<file path="config.mk">
export PLATFORM = sky130hd
export DESIGN_NAME = rx_word_aligner
export DESIGN_NICKNAME = d
export VERILOG_FILES = /design/src/rtl/rxwa_pkg.sv /design/src/rtl/rxwa_datapath.sv /design/src/rtl/rxwa_control.sv /design/src/rtl/rx_word_aligner.sv
export SDC_FILE = /design/constraint.sdc
export NUM_CORES = 1
export LEC_CHECK = 0
export BUFFER_PORTS_ARGS = -buffer_cell sky130_fd_sc_hd__buf_2
export CAP_MARGIN = 15
export CORE_MARGIN = 2
export CORE_UTILIZATION = 40
export CTS_CLUSTER_SIZE = 20
export DETAILED_ROUTE_END_ITERATION = 10
export SLEW_MARGIN = 20
export SYNTH_ARGS = -nofsm -noshare
export SYNTH_HDL_FRONTEND = slang
export SYNTH_SLANG_ARGS = --single-unit
</file>
<file path="constraint.sdc">
create_clock -name clk -period 4.21 [get_ports clk]
set_clock_uncertainty 0.05 [all_clocks]
set_input_delay 1.0525 -clock clk [delete_from_list [all_inputs] [get_ports clk]]
set_output_delay 1.0525 -clock clk [all_outputs]
set_load 0.01 [all_outputs]
</file>
<file path="src/rtl/rxwa_pkg.sv">
package rxwa_pkg;

  typedef enum logic [1:0] {
    MODE_SLIP   = 2'd0,
    MODE_SYNC   = 2'd1,
    MODE_MANUAL = 2'd2,
    MODE_HOLD   = 2'd3
  } alignMode_e;

  // strobes from control to datapath
  typedef struct packed {
    logic slipOne;    // advance boundary by one bit
    logic loadMatch;  // move boundary to lowest matching offset
  } alignStrobe_t;

endpackage

</file>
<file path="src/rtl/rxwa_datapath.sv">
module rxwa_datapath
  import rxwa_pkg::*;
#(
  parameter int W     = 10,
  parameter int PAT_W = 40,
  parameter int LEN_W = 6,
  localparam int OFF_W = $clog2(W)
) (
  input  logic             clk,
  input  logic             rst,
  input  logic [W-1:0]     dataIn,
  input  logic [PAT_W-1:0] pattern,
  input  logic [LEN_W-1:0] patLen,
  input  alignStrobe_t     strobe,
  output logic [W-1:0]     alignedData,
  output logic [OFF_W-1:0] offsetOut,
  output logic             patDet,
  output logic             matchAny,
  output logic             matchAtOffset
);

  localparam int WIN_W = 2 * W;
  localparam int EXT_W = WIN_W + PAT_W;

  logic [W-1:0]     prevData;
  logic [WIN_W-1:0] window;
  logic [EXT_W-1:0] winExt;
  logic [WIN_W-1:0] winShift;
  logic [PAT_W-1:0] lenMask;
  logic [W-1:0]     hit;
  logic [OFF_W-1:0] matchPos;
  logic [OFF_W-1:0] offsetQ;

  assign window   = {dataIn, prevData};
  assign winExt   = {{PAT_W{1'b0}}, window};
  assign winShift = window >> offsetQ;

  always_comb begin
    for (int i = 0; i < PAT_W; i++) begin
      lenMask[i] = (i < int'(patLen));
    end
  end

  // one comparator per candidate offset
  generate
    for (genvar k = 0; k < W; k++) begin : g_cmp
      logic fits;
      assign fits   = (k + int'(patLen)) <= WIN_W;
      assign hit[k] = fits && (((winExt[k +: PAT_W] ^ pattern) & lenMask) == '0);
    end
  endgenerate

  // lowest offset wins
  always_comb begin
    matchPos = '0;
    for (int k = W - 1; k >= 0; k--) begin
      if (hit[k]) matchPos = OFF_W'(k);
    end
  end

  assign matchAny      = |hit;
  assign matchAtOffset = hit[offsetQ];

  always_ff @(posedge clk) begin
    if (rst) begin
      prevData    <= '0;
      offsetQ     <= '0;
      alignedData <= '0;
      patDet      <= 1'b0;
    end else begin
      prevData    <= dataIn;
      alignedData <= winShift[W-1:0];
      patDet      <= matchAtOffset;
      if (strobe.loadMatch) begin
        offsetQ <= matchPos;
      end else if (strobe.slipOne) begin
        offsetQ <= (offsetQ == OFF_W'(W - 1)) ? '0 : offsetQ + 1'b1;
      end
    end
  end

  assign offsetOut = offsetQ;

endmodule

</file>
<file path="src/rtl/rxwa_control.sv">
module rxwa_control
  import rxwa_pkg::*;
#(
  parameter int SYNC_PATTERNS = 3,
  localparam int CNT_W = $clog2(SYNC_PATTERNS + 1)
) (
  input  logic         clk,
  input  logic         rst,
  input  logic [1:0]   modeIn,
  input  logic         slipReq,
  input  logic         alignReq,
  input  logic         matchAny,
  input  logic         matchAtOffset,
  output alignStrobe_t strobe,
  output logic         syncStatus
);

  alignMode_e       mode;
  logic             slipPrev, alignPrev, armed;
  logic             locked;
  logic [CNT_W-1:0] goodCnt, nextCnt;
  logic [2:0]       errCnt;
  logic [1:0]       goodRun;
  logic             alignEdge, badWord;

  assign mode      = alignMode_e'(modeIn);
  assign alignEdge = alignReq & ~alignPrev;
  assign badWord   = matchAny & ~matchAtOffset;
  assign nextCnt   = matchAtOffset ? goodCnt + 1'b1 : CNT_W'(1);

  always_comb begin
    strobe = '0;
    unique case (mode)
      MODE_SLIP:   strobe.slipOne   = slipReq & ~slipPrev;
      MODE_MANUAL: strobe.loadMatch = (armed | alignEdge) & matchAny;
      MODE_SYNC:   strobe.loadMatch = ~locked & badWord;
      MODE_HOLD:   strobe = '0;
      default:     strobe = '0;
    endcase
  end

  always_ff @(posedge clk) begin
    if (rst) begin
      slipPrev  <= 1'b0;
      alignPrev <= 1'b0;
      armed     <= 1'b0;
      locked    <= 1'b0;
      goodCnt   <= '0;
      errCnt    <= '0;
      goodRun   <= '0;
    end else begin
      slipPrev  <= slipReq;
      alignPrev <= alignReq;

      if (mode != MODE_MANUAL) armed <= 1'b0;
      else if (armed | alignEdge) armed <= ~matchAny;

      if (mode != MODE_SYNC) begin
        locked  <= 1'b0;
        goodCnt <= '0;
        errCnt  <= '0;
        goodRun <= '0;
      end else if (!locked) begin
        if (matchAny) begin
          if (nextCnt >= CNT_W'(SYNC_PATTERNS)) begin
            locked  <= 1'b1;
            goodCnt <= '0;
            errCnt  <= '0;
            goodRun <= '0;
          end else begin
            goodCnt <= nextCnt;
          end
        end
      end else if (badWord) begin
        goodRun <= '0;
        if (errCnt == 3'd3) begin
          locked  <= 1'b0;
          errCnt  <= '0;
          goodCnt <= '0;
        end else begin
          errCnt <= errCnt + 1'b1;
        end
      end else if (goodRun == 2'd3) begin
        goodRun <= '0;
        if (errCnt != 3'd0) errCnt <= errCnt - 1'b1;
      end else begin
        goodRun <= goodRun + 1'b1;
      end
    end
  end

  assign syncStatus = locked;

endmodule

</file>
<file path="src/rtl/rx_word_aligner.sv">
module rx_word_aligner
  import rxwa_pkg::*;
#(
  parameter int W             = 10,
  parameter int PAT_W         = 40,
  parameter int LEN_W         = 6,
  parameter int SYNC_PATTERNS = 3
) (
  input  logic                 clk,
  input  logic                 rst,
  input  logic [W-1:0]         dataIn,
  input  logic [1:0]           modeIn,
  input  logic                 slipReq,
  input  logic                 alignReq,
  input  logic [PAT_W-1:0]     pattern,
  input  logic [LEN_W-1:0]     patLen,
  output logic [W-1:0]         alignedData,
  output logic [$clog2(W)-1:0] offsetOut,
  output logic                 patDet,
  output logic                 syncStatus
);

  alignStrobe_t strobe;
  logic         matchAny, matchAtOffset;

  rxwa_control #(.SYNC_PATTERNS(SYNC_PATTERNS)) u_ctrl (
    .clk(clk), .rst(rst), .modeIn(modeIn), .slipReq(slipReq),
    .alignReq(alignReq), .matchAny(matchAny), .matchAtOffset(matchAtOffset),
    .strobe(strobe), .syncStatus(syncStatus)
  );

  rxwa_datapath #(.W(W), .PAT_W(PAT_W), .LEN_W(LEN_W)) u_dp (
    .clk(clk), .rst(rst), .dataIn(dataIn), .pattern(pattern),
    .patLen(patLen), .strobe(strobe), .alignedData(alignedData),
    .offsetOut(offsetOut), .patDet(patDet), .matchAny(matchAny),
    .matchAtOffset(matchAtOffset)
  );

endmodule

</file>
==> run_results.csv, run 1 <==
group,metric,value,unit
routing,number_of_remaining_drc_errors,0,
cells_and_area,utilization,54.1,%
worst_setup_path,worstSetupEndpointType,"register",
status,status,"completed",
timing,fin_crit,4150,ps
power,leakage_power_of_the_design,3.39,nW
synthesis,synthArstFlopShare,0,%
hold_path,whs_endpoint,"u_ctrl.goodRun[1]$_SDFFE_PP0P_",
die,fp.coreArea,15100,um2
cells_and_area,drive_above_1_share,31.9,%
placement,dpl_worst_slack,-460,ps
clocking,clockRootBuffer,"clkbuf_16",
timing,period_share,98.5,%
worst_setup_path,setup.worst_path.start_class,"primary input",
power,ir_worst_vdd,0.131,mV
hold_path,min-delay-path-class,"reg -> reg",
synthesis,synthMuxAreaShare,5.64,%
synthesis,syn_avg_cell_area,7.34,um2
placement,post-dp-hpwl,20200,um
timing,timing.final.setup_violations,0,
cells_and_area,fin_nets,1086,
routing,routed-via-count,7175,
grt,first_pass_grt_wire_length,38500,um
job,maxCapViolations,0,
synthesis,synth_cell_types,82,
clocking,tritoncts.num_buffers,5,
routing,detail_route.wl_per_cell,21.2,um
routing,viasPerCell,5.98,
synthesis,post_synth_inst_count,838,
synthesis,post_synthesis_adder_cell_area_fraction,2.85,%
clocking,h-tree-depth,2,
worst_setup_path,cp-startpoint,"patLen[5]",
worst_setup_path,worstReg2RegEnd,"u_ctrl.errCnt[1]$_SDFFE_PP0P_",
synthesis,synth_warnings,0,
power,power_per_cell_area,188,nW/um2
routing,final_antenna_net_count,0,
die,dieArea,16400,um2
synthesis,synth_compound_gate_area_share,28.9,%
clocking,worstSkewPairLatency,280,ps
grt,grt_pass1_vias,6628,
hold_path,hp-start,"u_ctrl.goodRun[1]$_SDFFE_PP0P_",
worst_setup_path,critical_path_required,4330,ps
die,initial_utilization,40.7,%
synthesis,synth_seq_cells,36,
worst_setup_path,cp.arrival,4270,ps
routing,drt-pass1-iter-count,5,
power,total_switching_power,0.557,mW
die,ioPinCount,78,
grt,grt_overflow_total,0,
placement,globalplace.congestion,1.04,
power,sequential_share_of_power,24.2,%
timing,slew_violations,0,
clocking,numClockSinks,36,
worst_setup_path,regToRegSetupSlack,810,ps
worst_setup_path,worst_r2r_startpoint,"u_dp.prevData[8]$_SDFF_PP0_",
timing,relSlewSlack,48.2,%
worst_setup_path,cp_max_fo,8,
synthesis,synth_edf_count,0,
timing,final_ws_setup,63.8,ps
routing,route.final.wire_length,25500,um
timing,timing_worst_slew_pin_value,776,ps
die,height_of_the_die,128,um
routing,detail_route.iter0.violations,825,
hold_path,timing.hold.worst_path_depth,2,
die,row_count,45,
clocking,cts_buffer_depth,2,
synthesis,synthXorXnorAreaFrac,23.1,%
timing,finalHoldViolCount,0,
synthesis,netlist_area,6150,um2
synthesis,yosys.area_share.simple,20.2,%
synthesis,synth-main-ff-cell,"dfxtp_1",
synthesis,synth_top_family_by_area,"compound AO/OA/AOI/OAI gates",
timing,summed_negative_setup_slack_over_all_endpoints,0,ps
grt,pin_count_of_the_biggest_net_entering_global_routing,27,
clocking,cts_tree,"built",
cells_and_area,stdcell_count,1199,
cells_and_area,antennaDiodeCount,0,
clocking,clkTransAtPathRegs,50,ps
worst_setup_path,crit_type,"in -> reg",
grt,grt_usage,30.8,%
placement,port_buffer_cells,77,
die,dieWidth,128,um
synthesis,synth_seq_area_share,11.7,%
power,comb_power_share,46.2,%
worst_setup_path,reg2reg_depth,13,
timing,max_freq,0.241,GHz
power,p_sw_share,36.4,%
cells_and_area,area.growth.synth_to_final,32.7,%
power,clock_power_share,29.5,%
synthesis,synthesized_net_count,914,
grt,antenna_found_initial,0,
placement,placed_cells_incl_taps,1181,
power,cellInternalPower,0.973,mW
[area by class of cell]
type                            count  area (um2)
Tap cell                          188         235
Multi-Input combinational cell    689        5150
Sequential cell                    36         721
Inverter                           23        86.3
Clock inverter                      1        30.0
Timing Repair Buffer              255        1780
Clock buffer                        7         153
Fill cell                        1483        6930
[registers in the layout (all words and copies together) (netlist names)]
signal,count
u_dp.patDet,1
u_dp.prevData,10
u_ctrl.armed,1
u_dp.offsetOut,4
u_ctrl.errCnt,3
u_ctrl.syncStatus,1
u_ctrl.goodRun,2
u_ctrl.slipPrev,1
u_ctrl.alignPrev,1
u_dp.alignedData,10
u_ctrl.goodCnt,2
[worst max-delay path by stage]
stage / endpoint / slack (ps) / cells after the start
6_report: u_ctrl.errCnt[1]$_SDFFE_PP0P_ / 60 / 12
2_1_floorplan: u_ctrl.errCnt[1]$_SDFFE_PP0P_ / 170 / 12
3_5_place_dp: u_ctrl.errCnt[1]$_SDFFE_PP0P_ / -460 / 13
4_1_cts: u_ctrl.errCnt[1]$_SDFFE_PP0P_ / 2 / 13
3_3_place_gp: u_ctrl.errCnt[1]$_SDFFE_PP0P_ / -540 / 13
5_1_grt: u_ctrl.errCnt[1]$_SDFFE_PP0P_ / -5 / 14
[power groups by stage]
stage	clock network, mW	registers [mW]	logic (mW)
3_5_place_dp	0	0.377	0.668
2_1_floorplan	0	0.369	0.405
5_1_grt	0.474	0.371	0.758
6_report	0.452	0.371	0.707
4_1_cts	0.463	0.370	0.676
3_3_place_gp	0	0.377	0.671
[stage by stage]
| stage | hold WS, ps | area [um2] | total power, mW |
|---|---|---|---|
| 3_3_place_gp | 412 | 7670 | 1.05 |
| 2_1_floorplan | 400 | 6150 | 0.774 |
| 4_1_cts | 429 | 7940 | 1.51 |
| 6_report | 425 | 8160 | 1.53 |
| 5_1_grt | 457 | 8160 | 1.60 |
| 3_5_place_dp | 421 | 7670 | 1.05 |
[critical path: stages]
cell and delay (ps):
buf_2 160, or4_4 570, buf_4 170, buf_4 140, a221oi_1 250, nand4_1 150, or4_4 550, a211oi_4 280
o221ai_2 180, a2111oi_4 370, nor4b_2 100, a211o_1 290
[timing repair]
item | in CTS | in global routing
pin swaps | 5 | 21
gates resized for setup | 14 | 38
hold buffers | 0 | 0
buffers inserted | 3 | 7
setup endpoints to repair | 12 | 12
[cells in the mapped netlist, drive strengths merged (5+ instances only)]
cell type / instances / share of area [%]
clkbuf: 51 / 3.1
o22ai: 17 / 1.7
a22oi: 8 / 0.98
nand4: 7 / 0.71
a222oi: 6 / 0.98
a21oi: 61 / 5.0
ha: 14 / 2.8
nor3: 17 / 1.5
a2111oi: 15 / 3.0
nand2: 58 / 3.5
o211ai: 5 / 0.61
o21ai: 36 / 2.9
and2: 7 / 0.71
a221oi: 8 / 1.1
mux2i: 20 / 3.3
o2bb2ai: 6 / 0.85
nand3: 16 / 1.3
nor2b: 24 / 2.4
nand2b: 9 / 0.92
mux2: 9 / 1.6
buf: 39 / 3.1
xnor2: 85 / 12
xor2: 77 / 11
a211oi: 18 / 2.4
dfxtp: 36 / 12
o221ai: 8 / 1.2
inv: 21 / 1.3
nor4: 10 / 1.5
a31oi: 7 / 0.71
nor2: 60 / 3.7
[kinds of logic after synthesis]
logic type,Yosys count
DFF,36
buffers and inverters,113
and+or+nand+nor,236
muxes,31
AOI/OAI and AO/OA,246
adders and majority gates,14
xor gates and xnor gates,162
[layout by cell type (no fill, tap or decap), types with 15 or more instances in the layout]
| cell type | instances |
|---|---|
| buf_4 | 176 |
| xnor2_1 | 85 |
| xor2_1 | 77 |
| buf_2 | 73 |
| a21oi_1 | 59 |
| nor2_1 | 57 |
| nand2_1 | 57 |
| dfxtp_1 | 36 |
| o21ai_0 | 33 |
| nor2b_1 | 23 |
| inv_1 | 21 |
| mux2i_1 | 20 |
| o22ai_1 | 17 |
| a211oi_1 | 16 |
| nor3_1 | 16 |
| nand3_1 | 15 |
[per-layer routing]
layer	part of all wire, %	wire length (um)	global-route usage [%]	vias up
met5	0	0	0	-
met4	3.6	911	10.3	0
met3	10	2570	7.55	65
met2	43	10900	46.2	390
met1	44	11100	43.0	3355
li1	-	-	-	3365
Note: power is estimated with default switching activity, not from simulation.
==> inputs of run 2 (changes only) <==
CELL_PAD_IN_SITES_DETAIL_PLACEMENT = 0   (was not set)
CELL_PAD_IN_SITES_GLOBAL_PLACEMENT = 2   (was not set)
CORE_UTILIZATION = 30   (was 40)
PLACE_DENSITY_LB_ADDON = 0.1   (was not set)
==> run_results.csv, run 2 (synthesized netlist as in run 1, its figures left out) <==
group,metric,value,unit
die,fp.coreArea,20200,um2
routing,dr_wl_met2,13000,um
timing,slew_violations,0,
placement,port_buffer_cells,77,
cells_and_area,drive_above_1_share,34.4,%
cells_and_area,area.growth.synth_to_final,38.7,%
worst_setup_path,crit_chain,"buf_6 > buf_12 > buf_4 > o211ai_1 > buf_4 > a21oi_2 > a2111oi_4 > nand4_1 > or4_4 > a211oi_4 > o221ai_2 > a2111oi_4 > nor4b_2 > a211o_1",
worst_setup_path,cp_max_fo,6,
die,dieWidth,147,um
clocking,numClockSinks,36,
timing,timing_worst_slew_pin_value,838,ps
worst_setup_path,crit_type,"in -> reg",
routing,final_antenna_net_count,0,
worst_setup_path,cp.arrival,4280,ps
worst_setup_path,cp_top_family,"compound AO/OA/AOI/OAI gates",
clocking,cts_tree,"built",
die,initial_utilization,30.5,%
status,status,"completed",
cells_and_area,fin_nets,1097,
grt,grt_pass1_vias,7025,
grt,grt_usage,26.5,%
timing,finalHoldViolCount,0,
timing,final_ws_setup,49.0,ps
power,ir_worst_vdd,0.130,mV
grt,pin_count_of_the_biggest_net_entering_global_routing,27,
routing,drt-pass1-iter-count,5,
die,row_count,52,
grt,antenna_found_initial,0,
cells_and_area,final_common_cell,"buf_4",
timing,period_share,98.8,%
die,ioPinCount,78,
hold_path,min-delay-path-class,"reg -> reg",
cells_and_area,area.sequential,721,um2
placement,placed_area,7940,um2
routing,viasPerCell,5.60,
timing,finalHoldWorstSlack,429,ps
power,leakage_power_of_the_design,3.45,nW
placement,globalplace.congestion,0.973,
placement,placed_cells_incl_taps,1279,
timing,max_freq,0.240,GHz
timing,relSlewSlack,44.1,%
routing,met1_length,13400,um
grt,first_pass_grt_wire_length,44000,um
routing,routed-wl-met3,2080,um
clocking,clkTransAtPathRegs,60,ps
timing,fin_crit,4160,ps
routing,detail_route.wl_per_cell,22.7,um
routing,detail_route.iter0.violations,623,
routing,route.final.wire_length,29300,um
timing,timing.final.setup_violations,0,
die,dieArea,21700,um2
cells_and_area,final.fill_count,2125,
clocking,cts_buffer_depth,2,
power,power_per_cell_area,176,nW/um2
cells_and_area,stdcell_count,1291,
die,height_of_the_die,147,um
cells_and_area,multiInputGateArea,5310,um2
timing,grt_setup_unrepaired,"yes",
clocking,tritoncts.num_buffers,5,
cells_and_area,utilization,42.3,%
cells_and_area,mostFrequentLayoutCells,"178 x buf_4, 85 x xnor2_1, 77 x xor2_1",
routing,routed-via-count,7234,
clocking,worstSkewPairLatency,280,ps
routing,highest_layer,"met4",
worst_setup_path,critical_path_required,4330,ps
placement,dpl_worst_slack,-534,ps
job,maxCapViolations,0,
worst_setup_path,setup.worst_path.start_class,"primary input",
worst_setup_path,critical-path-slowest-cell,"or4_4",
grt,grt_overflow_total,0,
placement,post-dp-hpwl,23400,um
clocking,h-tree-depth,2,
routing,number_of_remaining_drc_errors,0,
cells_and_area,antennaDiodeCount,0,
power,post-layout-total-power,1.50,mW
worst_setup_path,critical-path-max-stage-delay,620,ps
worst_setup_path,critical_path.n_buffers_inverters,4,
worst_setup_path,worstSetupEndpointType,"register",
timing,summed_negative_setup_slack_over_all_endpoints,0,ps
clocking,clockRootBuffer,"clkbuf_16",
cells_and_area,postLayoutCellArea,8530,um2
run 2: cell count changes in the layout (fill, tap and decap cells not counted), sizes merged:
cell | before | now
inv | 21 | 20
bufinv | 1 | 0
buf | 255 | 266
clkbuf | 7 | 6
clkinvlp | 0 | 1
clkinv | 2 | 3
run 2: worst min-delay path: stages (launching register included):
cell	delay [ps]
dfxtp_1	310
nand2_1	50
o22ai_1	60
run 2: area by class of cell:
cell class                      count  area share [%]
Inverter                           23            1.06
Multi-Input combinational cell    689            62.2
Timing Repair Buffer              266            22.8
Tap cell                          270            3.96
Clock inverter                      1          0.0587
Clock buffer                        6            1.51
Sequential cell                    36            8.45
run 2: path summary, 6_finish.rpt:
check,start,endpoint,slack (ps),depth (start not counted)
min reg2reg,u_ctrl.goodRun[1]$_SDFFE_PP0P_,u_ctrl.goodRun[1]$_SDFFE_PP0P_,430,2
max reg2reg,u_dp.prevData[7]$_SDFF_PP0_,u_ctrl.errCnt[1]$_SDFFE_PP0P_,550,10
min,u_ctrl.goodRun[1]$_SDFFE_PP0P_,u_ctrl.goodRun[1]$_SDFFE_PP0P_,430,2
max,patLen[0],u_ctrl.errCnt[1]$_SDFFE_PP0P_,50,14
run 2: what timing repair did:
item                       in CTS  in global routing
hold buffers                    0                  0
setup endpoints to repair      12                 12
pin swaps                       7                 21
gates resized for setup        26                 67
setup buffers                   1                  4
run 2: power breakdown:
group	switching [mW]	internal [mW]
combinational	0.430	0.336
clock	0.140	0.215
sequential	0.0217	0.354
total	0.592	0.905
run 2: metal layers:
layer	track usage [%]	vias to the layer above
met5	0	-
met4	6.68	0
met3	5.09	58
met2	40.9	306
met1	37.9	3474
li1	-	3396
==> inputs of run 3 (changes only) <==
PLACE_DENSITY = 0.74   (was not set)
PLACE_DENSITY_LB_ADDON = not set   (was 0.1)
==> run_results.csv, run 3 (synthesized netlist as in run 1, its figures left out) <==
group,metric,value,unit
worst_setup_path,cp_max_fo,8,
timing,final_ws_setup,64.5,ps
worst_setup_path,worst_r2r_startpoint,"u_dp.prevData[7]$_SDFF_PP0_",
timing,timing.final.setup_violations,0,
routing,detail_route.iter0.violations,546,
cells_and_area,area.growth.synth_to_final,38.3,%
grt,grt_pass1_vias,6794,
die,dieWidth,147,um
die,height_of_the_die,147,um
clocking,clockRootBuffer,"clkbuf_16",
die,fp.coreArea,20200,um2
timing,relSlewSlack,44.6,%
grt,antenna_found_initial,0,
worst_setup_path,setup.worst_path.start_class,"primary input",
clocking,clkTransAtPathRegs,60,ps
timing,slew_violations,0,
placement,port_buffer_cells,77,
placement,globalplace.congestion,0.975,
timing,max_freq,0.241,GHz
routing,routed-via-count,7101,
power,ir_worst_vdd,0.151,mV
routing,number_of_remaining_drc_errors,0,
die,row_count,52,
placement,post-dp-hpwl,22000,um
die,initial_utilization,30.5,%
clocking,worstSkewPairLatency,290,ps
routing,route.final.wire_length,27700,um
clocking,cts_tree,"built",
worst_setup_path,critical_path_required,4340,ps
power,power_per_cell_area,187,nW/um2
clocking,cts_buffer_depth,2,
grt,grt_usage,24.9,%
worst_setup_path,worstReg2RegEnd,"u_ctrl.errCnt[1]$_SDFFE_PP0P_",
placement,placed_cells_incl_taps,1287,
worst_setup_path,worstSetupEndpointType,"register",
cells_and_area,area.sequential,721,um2
cells_and_area,mostFrequentLayoutCells,"189 x buf_4, 85 x xnor2_1, 77 x xor2_1",
clocking,numClockSinks,36,
clocking,tritoncts.num_buffers,5,
routing,detail_route.wl_per_cell,21.3,um
power,leakage_power_of_the_design,3.46,nW
worst_setup_path,reg2reg_depth,10,
cells_and_area,drive_above_1_share,34.5,%
worst_setup_path,cp.arrival,4270,ps
timing,period_share,98.5,%
hold_path,hp-start,"u_ctrl.goodRun[1]$_SDFFE_PP0P_",
clocking,h-tree-depth,2,
cells_and_area,final_common_cell,"buf_4",
cells_and_area,antennaDiodeCount,0,
job,maxCapViolations,0,
status,status,"completed",
cells_and_area,fin_nets,1105,
routing,viasPerCell,5.46,
hold_path,min-delay-path-class,"reg -> reg",
grt,pin_count_of_the_biggest_net_entering_global_routing,29,
routing,final_antenna_net_count,0,
routing,drt-pass1-iter-count,5,
worst_setup_path,regToRegSetupSlack,700,ps
placement,dpl_worst_slack,-233,ps
cells_and_area,stdcell_count,1300,
grt,grt_overflow_total,0,
hold_path,timing.hold.worst_path_depth,2,
hold_path,whs_endpoint,"u_ctrl.goodRun[1]$_SDFFE_PP0P_",
grt,first_pass_grt_wire_length,41500,um
cells_and_area,final.fill_count,2150,
cells_and_area,utilization,42.2,%
timing,timing_worst_slew_pin_value,830,ps
cells_and_area,multiInputGateArea,5220,um2
timing,fin_crit,4150,ps
die,dieArea,21700,um2
timing,finalHoldViolCount,0,
worst_setup_path,crit_type,"in -> reg",
die,ioPinCount,78,
[run 3: critical path: stages]
cell	delay, ps
buf_4	150
buf_12	140
buf_4	130
o211ai_1	180
buf_4	220
a21oi_2	80
a2111oi_2	290
nand4_1	270
or4_4	490
a211oi_4	310
o221ai_2	170
a2111oi_4	420
nor4b_2	100
a211o_1	260
[run 3: worst max-delay path by stage]
stage              start                       endpoint  slack (ps)  depth (start not counted)
6_report       patLen[2]  u_ctrl.errCnt[1]$_SDFFE_PP0P_          60                         14
5_1_grt        patLen[2]  u_ctrl.errCnt[1]$_SDFFE_PP0P_         -60                         14
4_1_cts        patLen[2]  u_ctrl.errCnt[1]$_SDFFE_PP0P_          40                         15
3_5_place_dp   patLen[2]  u_ctrl.errCnt[1]$_SDFFE_PP0P_        -230                         15
3_3_place_gp   patLen[2]  u_ctrl.errCnt[1]$_SDFFE_PP0P_        -230                         14
2_1_floorplan  patLen[2]  u_ctrl.errCnt[1]$_SDFFE_PP0P_         170                         12
[run 3: report_power, final]
group	total (mW)	switching [mW]	internal [mW]	leakage, nW
Combinational	0.757	0.421	0.336	3.07
Sequential	0.371	0.0174	0.354	0.295
Clock	0.463	0.151	0.312	0.0901
Total	1.59	0.589	1.00	3.46
[run 3: what timing repair did]
action,CTS,global route
hold buffers,0,0
hold endpoints to repair,0,0
setup buffers,0,5
setup endpoints to repair,0,12
gates resized for setup,0,71
[run 3: area by class of cell]
class                   instances  share of cell area [%]
repair buffers                274                    23.0
flip-flops and latches         36                    8.48
clock inverters                 1                   0.353
well taps                     270                    3.97
clock buffers                   7                    1.80
multi-input cells             689                    61.4
inverters                      23                    1.02
[run 3: metal layers]
layer	share of wire (%)	track usage, %	up-vias
met5	0	0	-
met4	2.8	6.20	0
met3	6.9	4.66	54
met2	44	39.4	278
met1	46	35.0	3359
li1	-	-	3410
[run 3: stage by stage]
step | setup TNS (ps) | hold slack, ps | power (mW) | area (um2)
final | 0 | 426 | 1.59 | 8500
after global routing | -106 | 460 | 1.67 | 8500
after CTS | 0 | 431 | 1.55 | 8170
after detailed placement | -2070 | 423 | 1.08 | 7980
after global placement | -1950 | 411 | 1.09 | 7980
after floorplan | 0 | 400 | 0.774 | 6150
